--- config.mk ---
export PLATFORM = sky130hd
export DESIGN_NAME = trit_rx
export DESIGN_NICKNAME = d
export VERILOG_FILES = /design/src/rtl/trit_rx_pkg.sv /design/src/rtl/trit_sync.sv /design/src/rtl/trit_detect.sv /design/src/rtl/trit_deframe.sv /design/src/rtl/trit_rx.sv
export SDC_FILE = /design/constraint.sdc
export NUM_CORES = 2
export LEC_CHECK = 0
export CAP_MARGIN = 15
export CORE_MARGIN = 5
export CORE_UTILIZATION = 50
export DETAILED_ROUTE_END_ITERATION = 10
export DONT_BUFFER_PORTS = 1
export GPL_ROUTABILITY_DRIVEN = 0
export HOLD_SLACK_MARGIN = 0.03
export SETUP_SLACK_MARGIN = 0.3
export SYNTH_ARGS = -nofsm -noshare
export SYNTH_HDL_FRONTEND = slang
export SYNTH_SLANG_ARGS = --single-unit
--- constraint.sdc ---
create_clock -name clk -period 9.05 [get_ports clk]
set_input_delay 1.3575 -clock clk [delete_from_list [all_inputs] [get_ports clk]]
set_output_delay 1.3575 -clock clk [all_outputs]
set_load 0.02 [all_outputs]
--- src/rtl/trit_rx_pkg.sv ---
package trit_rx_pkg;
  typedef enum logic [1:0] {
    TRIT_NONE = 2'b00,
    TRIT_ZERO = 2'b01,
    TRIT_ONE  = 2'b10,
    TRIT_ACK  = 2'b11
  } trit_e;

  typedef enum logic {
    DET_IDLE   = 1'b0,
    DET_SETTLE = 1'b1
  } det_state_e;
endpackage

--- src/rtl/trit_sync.sv ---
module trit_sync #(
  parameter int LANES  = 2,
  parameter int STAGES = 2
) (
  input  logic             clk,
  input  logic             rst,
  input  logic [LANES-1:0] d,
  output logic [LANES-1:0] q
);
  for (genvar l = 0; l < LANES; l++) begin : g_lane
    logic [STAGES-1:0] chain;
    always_ff @(posedge clk) begin
      if (rst) chain <= '0;
      else     chain <= {chain[STAGES-2:0], d[l]};
    end
    assign q[l] = chain[STAGES-1];
  end
endmodule

--- src/rtl/trit_detect.sv ---
module trit_detect
  import trit_rx_pkg::*;
(
  input  logic       clk,
  input  logic       rst,
  input  logic [1:0] pair,
  output logic       stb,
  output logic [1:0] trit
);
  det_state_e state;
  logic [1:0] ref_q;
  logic [1:0] diff;

  assign diff = pair ^ ref_q;

  always_ff @(posedge clk) begin
    if (rst) begin
      state <= DET_IDLE;
      ref_q <= 2'b00;
      stb   <= 1'b0;
      trit  <= TRIT_NONE;
    end else begin
      stb <= 1'b0;
      case (state)
        DET_IDLE: begin
          if (diff != 2'b00) state <= DET_SETTLE;
        end
        default: begin
          // settling cycle over: both wires are read together
          state <= DET_IDLE;
          ref_q <= pair;
          if (diff != 2'b00) begin
            stb  <= 1'b1;
            trit <= diff;
          end
        end
      endcase
    end
  end

  a_r11_stb_nonzero: assert property (@(posedge clk) disable iff (rst)
    stb |-> (trit != TRIT_NONE));
  a_r3_single_strobe: assert property (@(posedge clk) disable iff (rst)
    stb |=> !stb);
  a_r4_stb_after_settle: assert property (@(posedge clk) disable iff (rst)
    $rose(stb) |-> $past(state == DET_SETTLE));
endmodule

--- src/rtl/trit_deframe.sv ---
module trit_deframe
  import trit_rx_pkg::*;
#(
  parameter int MAX_BITS = 4096,
  parameter int LEN_W    = $clog2(MAX_BITS + 1),
  parameter int ADDR_W   = $clog2((MAX_BITS + 7) / 8)
) (
  input  logic              clk,
  input  logic              rst,
  input  logic              stb,
  input  logic [1:0]        trit,
  input  logic              pol,
  output logic              frame_done,
  output logic [LEN_W-1:0]  frame_len,
  output logic              overflow,
  input  logic [ADDR_W-1:0] rd_addr,
  output logic [7:0]        rd_data
);
  localparam int DEPTH = (MAX_BITS + 7) / 8;

  logic [7:0]        mem [DEPTH];
  logic [LEN_W-1:0]  cnt;
  logic [7:0]        acc;
  logic              is_ack, is_dat, room, bit_v;
  logic [7:0]        acc_ins;
  logic              wr_en;
  logic [ADDR_W-1:0] wr_addr;
  logic [7:0]        wr_byte;

  always_comb begin
    is_ack  = stb && (trit == TRIT_ACK);
    is_dat  = stb && ((trit == TRIT_ZERO) || (trit == TRIT_ONE));
    room    = (cnt < LEN_W'(MAX_BITS));
    bit_v   = (trit == TRIT_ONE) ^ pol;
    acc_ins = acc | (8'(bit_v) << cnt[2:0]);
    wr_addr = ADDR_W'(cnt >> 3);
    wr_en   = 1'b0;
    wr_byte = acc_ins;
    if (is_dat && room && (cnt[2:0] == 3'd7)) wr_en = 1'b1;
    if (is_ack && (cnt[2:0] != 3'd0)) begin
      wr_en   = 1'b1;
      wr_byte = acc;
    end
  end

  always_ff @(posedge clk) begin
    if (wr_en) mem[wr_addr] <= wr_byte;
    rd_data <= mem[rd_addr];
  end

  always_ff @(posedge clk) begin
    if (rst) begin
      cnt        <= '0;
      acc        <= '0;
      overflow   <= 1'b0;
      frame_done <= 1'b0;
      frame_len  <= '0;
    end else begin
      frame_done <= 1'b0;
      if (is_ack) begin
        if (cnt != '0) begin
          frame_done <= 1'b1;
          frame_len  <= cnt;
        end
        cnt      <= '0;
        acc      <= '0;
        overflow <= 1'b0;
      end else if (is_dat) begin
        if (room) begin
          cnt <= cnt + 1'b1;
          acc <= (cnt[2:0] == 3'd7) ? 8'h00 : acc_ins;
        end else begin
          overflow <= 1'b1;
        end
      end
    end
  end

  a_r6_done_len_nonzero: assert property (@(posedge clk) disable iff (rst)
    frame_done |-> (frame_len != '0));
  a_r6_done_follows_ack: assert property (@(posedge clk) disable iff (rst)
    frame_done |-> $past(is_ack));
  a_r10_count_bounded: assert property (@(posedge clk) disable iff (rst)
    cnt <= LEN_W'(MAX_BITS));
  a_r10_ovf_clears_on_ack: assert property (@(posedge clk) disable iff (rst)
    is_ack |=> !overflow);
endmodule

--- src/rtl/trit_rx.sv ---
module trit_rx
  import trit_rx_pkg::*;
#(
  parameter int SYNC_STAGES = 2,
  parameter int MAX_BITS    = 4096,
  parameter int LEN_W       = $clog2(MAX_BITS + 1),
  parameter int ADDR_W      = $clog2((MAX_BITS + 7) / 8)
) (
  input  logic              clk,
  input  logic              rst,
  input  logic [1:0]        line_in,
  input  logic              pol_we,
  input  logic              pol_d,
  output logic              trit_stb,
  output logic [1:0]        trit_val,
  output logic              frame_done,
  output logic [LEN_W-1:0]  frame_len,
  output logic              overflow,
  input  logic [ADDR_W-1:0] rd_addr,
  output logic [7:0]        rd_data
);
  logic [1:0] pair_s;
  logic       pol_q;

  trit_sync #(.LANES(2), .STAGES(SYNC_STAGES)) u_sync (
    .clk(clk), .rst(rst), .d(line_in), .q(pair_s)
  );

  trit_detect u_det (
    .clk(clk), .rst(rst), .pair(pair_s), .stb(trit_stb), .trit(trit_val)
  );

  always_ff @(posedge clk) begin
    if (rst)         pol_q <= 1'b0;
    else if (pol_we) pol_q <= pol_d;
  end

  trit_deframe #(.MAX_BITS(MAX_BITS), .LEN_W(LEN_W), .ADDR_W(ADDR_W)) u_dfr (
    .clk(clk), .rst(rst), .stb(trit_stb), .trit(trit_val), .pol(pol_q),
    .frame_done(frame_done), .frame_len(frame_len), .overflow(overflow),
    .rd_addr(rd_addr), .rd_data(rd_data)
  );

  a_r9_pol_load: assert property (@(posedge clk) disable iff (rst)
    pol_we |=> (pol_q == $past(pol_d)));
  a_r1_no_done_without_stb: assert property (@(posedge clk) disable iff (rst)
    frame_done |-> $past(trit_stb));
endmodule

==> impl_results.md <==
* Initial Util at 0.501
* Slowest CP cell: buf_16
* Critical-path cell list: buf_16, buf_16, buf_16, buf_16, mux2i_1, o221ai_1, nand2_1, a2111oi_1, nand4b_1, nor4bb_2
* H-tree lvl count at 5
* Max-Cap Viols at 0
* Worst reg-to-reg setup slack at 3.83 ns
* Area Overhead vs Synth at 10.4%
* Gr ovfl total at 0
* Worst Path Arrival at 7.47 ns
* Crit end category: register
* Largest net degree at the start of global routing at 735
* Post-Route Setup TNS at 0 ns
* Element type at the critical path start: input pin
* Final-report max-slew violation count at 395
* Post-CTS Resized at 0
* RR Endpoint: u_dfr.mem[269][6]
* Vias per cell at 6.38
* Slew headroom at -0.697
* CP peak stage delay at 0.82 ns
* Comb power frac at 0.024
* Layout Cells excl Fill at 12968
* Syn avg cell area at 19.8 µm²
* Final Hold Viols at 0
* Final min period at 6.63 ns
* CTS tree: built
* Slew of the pin with the lowest slew margin at 2.55 ns
* Final core occ at 0.553
* Register area share after synthesis at 0.759
* Fin crit share at 0.733
* # rows at 210
* Hold path start: u_sync.g_lane[0].chain[0]
* Crit-path max FO at 173
* Clk pwr share at 0.445
* GRT Util Overall at 0.249
* Outcome: finished, violations left
* Total power at 39.3 mW
* Reg2reg start: u_det.trit[0]
* Core Area at 0.327 mm²
* Post-layout nets at 8281
* Worst-path clk slew at 0.06 ns
* Ys async rst share at 0
* RSZ-0062 raised after global routing: no
* Skew final at 0.0416 ns
* Yosys reg bits at 4151
* Leak at 50.6 nW
* Final-report setup violation count at 0
* Worst Hold End: u_sync.g_lane[0].chain[1]
* Drt total wl at 429000 µm
* Clk Latency, worst-skew pair at 0.96 ns
* Routed Antenna Nets at 0
* Via count at 82684
* Failing checks: slew limit
* Initial detailed-routing violation count at 9918
* Synth warn at 0
* Clk sinks at 4151
* Reg2reg path depth at 8
* Dpl hpwl at 247000 µm
* Post-Synthesis Cell Area at 0.164 mm²
* Post-CTS Setup Bufs at 0
* Die X at 582 µm
* Root buffer cell: clkbuf_16
* Hold Path Depth at 1
* Mapped Cells at 8257
* Most used cell, CP: buf_16
* F_max at 151 MHz
* Pint at 31.4 mW
* TritonCTS buffer count at 420
* DP Worst Slack at 1.73 ns
* Post-route DRC at 0
* Vias in the first global route at 82361
* Fillers at 24555
* CP required at 9.89 ns
* PD cells at 218 mW/mm²
* Share of post-route cells with drive strength above 1 at 0.168
* Total Die Area at 0.339 mm²
* Initial antenna violation count at 17
* Synthesized Nets at 8277
* FF/Latch Area at 0.124 mm²
* Final WS setup at 2.42 ns
* Post-synth EDFFs at 4096
* Netlist cell types at 88
* Placed cell count at 12180
* Area of the multi-input gates at 0.0359 mm²
* Switching power total at 7.91 mW
* Clock tree buffer depth at 4
* Path type of the worst setup path: in2reg
* Maximum vdd drop at 0.215 mV
* CTS Hold Bufs at 0
* # IOs at 41
* Worst min path class: reg2reg
* Wire per inst at 33.1 µm
* Register share of total power at 0.531
* Synth Flop Type: edfxtp_1
* IO Port Bufs at 0
* Number of detailed-route iterations in the first pass at 7
* First-pass GRT wire length at 612000 µm
* Sw Ratio at 0.201
* Die height at 582 µm
## synth_stat cells (8+ instances only)
cell type / instances / area [µm²]
and3_1: 10 / 62.6
o31ai_1: 14 / 105
and2_1: 20 / 125
and4_1: 12 / 105
o221ai_1: 244 / 2140
nand2b_1: 19 / 119
nand3_1: 51 / 255
buf_8: 53 / 796
buf_4: 39 / 293
clkbuf_1: 227 / 852
nand4b_1: 10 / 87.6
o22ai_1: 155 / 970
a32oi_1: 8 / 70.1
buf_12: 19 / 380
a22oi_1: 42 / 315
dfxtp_1: 55 / 1100
a21oi_1: 160 / 801
or3_1: 8 / 50.1
a211oi_1: 48 / 360
mux2_2: 28 / 315
o21ai_0: 76 / 380
mux4_2: 640 / 14400
mux2i_1: 651 / 6520
nand2_1: 236 / 886
buf_2: 89 / 445
edfxtp_1: 4096 / 123000
nor3_1: 148 / 741
mux4_1: 83 / 2180
buf_6: 57 / 642
nor4_1: 38 / 238
buf_1: 18 / 67.6
nor2_1: 629 / 2360
nand4_1: 39 / 244
nor2b_1: 13 / 81.3
clkbuf_8: 16 / 220
a2111oi_0: 28 / 245
o22a_1: 11 / 96.3
a221oi_1: 14 / 123
## state kept, by name (all words and copies together), names as in the netlist
name	flops
u_dfr.frame_len	13
u_dfr.rd_data	8
pol_q	1
u_dfr.cnt	13
u_det.ref_q	2
u_dfr.acc	8
u_det.state	1
u_det.stb	1
u_det.trit	2
u_dfr.mem	4096
u_dfr.frame_done	1
u_sync.g_lane.chain	4
u_dfr.overflow	1
## layer usage
metal | up-vias | wire length (µm) | track usage
li1 | 34274 | - | -
met1 | 43972 | 177000 | 0.361
met2 | 3758 | 200000 | 0.385
met3 | 676 | 38000 | 0.0562
met4 | 4 | 13000 | 0.0707
met5 | - | 26 | 0
## per-stage QoR
step                      hold slack (ns)  instance area (µm²)
final                               0.450               181000
after global routing                0.420               181000
after CTS                           0.389               181000
after detailed placement            0.444               167000
after global placement              0.430               167000
after floorplan                     0.414               164000
## worst max-delay path: cells and delay by family
family                 cells  cell delay [ns]
AO/OA/AOI/OAI              2             0.91
buffers and inverters      4             3.03
multiplexers               1             0.18
AND/OR/NAND/NOR            3             0.78
## power groups by stage
stage	Sequential, mW	Clock [mW]	Combinational, mW
after global routing	20.9	18.6	0.973
after floorplan	21.3	0	0.783
final	20.9	17.5	0.939
after detailed placement	21.3	0	0.927
after CTS	20.9	17.7	0.928
after global placement	21.3	0	0.921
## final cells by class
cell class | count | share of cell area
antenna | 7 | 0.0000970
clock buffer | 508 | 0.0611
clock inverter | 268 | 0.0157
inverter | 8 | 0.000236
multi-input combinational | 3566 | 0.199
sequential | 4151 | 0.687
tap | 4346 | 0.0301
timing repair buffer | 114 | 0.00693
## placed cells by master, fill, tap and decap left out, types with 11 or more instances in the layout
| cell type | synthesis | final |
|---|---|---|
| edfxtp_1 | 4096 | 4096 |
| mux2i_1 | 651 | 651 |
| mux4_2 | 640 | 640 |
| nor2_1 | 629 | 627 |
| clkbuf_16 | 0 | 428 |
| o221ai_1 | 244 | 244 |
| nand2_1 | 236 | 227 |
| a21oi_1 | 160 | 160 |
| o22ai_1 | 155 | 155 |
| nor3_1 | 148 | 147 |
| clkinv_1 | 1 | 91 |
| clkinv_2 | 0 | 88 |
| mux4_1 | 83 | 83 |
| buf_4 | 39 | 79 |
| clkbuf_1 | 227 | 78 |
| o21ai_0 | 76 | 76 |
| dfxtp_1 | 55 | 55 |
| bufinv_16 | 0 | 54 |
| a211oi_1 | 48 | 48 |
| nand3_1 | 51 | 45 |
| a22oi_1 | 42 | 42 |
| nand4_1 | 39 | 39 |
| nor4_1 | 38 | 38 |
| a2111oi_0 | 28 | 28 |
| mux2_2 | 28 | 28 |
| and2_1 | 20 | 20 |
| buf_12 | 19 | 17 |
| nand2b_1 | 19 | 16 |
| o31ai_1 | 14 | 14 |
| a221oi_1 | 14 | 14 |
| and4_1 | 12 | 12 |
| o22a_1 | 11 | 11 |
| clkinvlp_4 | 0 | 11 |
## kinds of logic (layout without fill, tap and decap cells)
family / Yosys count / after routing / synth area share
XOR/XNOR: 12 / 12 / 0.000643
other: 0 / 7 / 0
multiplexers: 1402 / 1402 / 0.143
AO/OA/AOI/OAI: 868 / 868 / 0.0381
adder cells (fa/ha/maj): 5 / 5 / 0.000383
buffers and inverters: 540 / 898 / 0.0236
AND/OR/NAND/NOR: 1279 / 1279 / 0.0353
flip-flops: 4151 / 4151 / 0.759
## how the worst max path moves through the flow
stage	startpoint	slack, ns	endpoint
3_5_place_dp	rd_addr[0]	1.73	u_dfr.rd_data[0]
2_1_floorplan	u_det.trit[0]	0.71	u_dfr.mem[0][0]
4_1_cts	rd_addr[0]	2.76	u_dfr.rd_data[0]
6_report	rd_addr[0]	2.42	u_dfr.rd_data[0]
3_3_place_gp	rd_addr[0]	1.85	u_dfr.rd_data[0]
5_1_grt	rd_addr[0]	2.19	u_dfr.rd_data[0]
(Power assumes the default switching activity.)
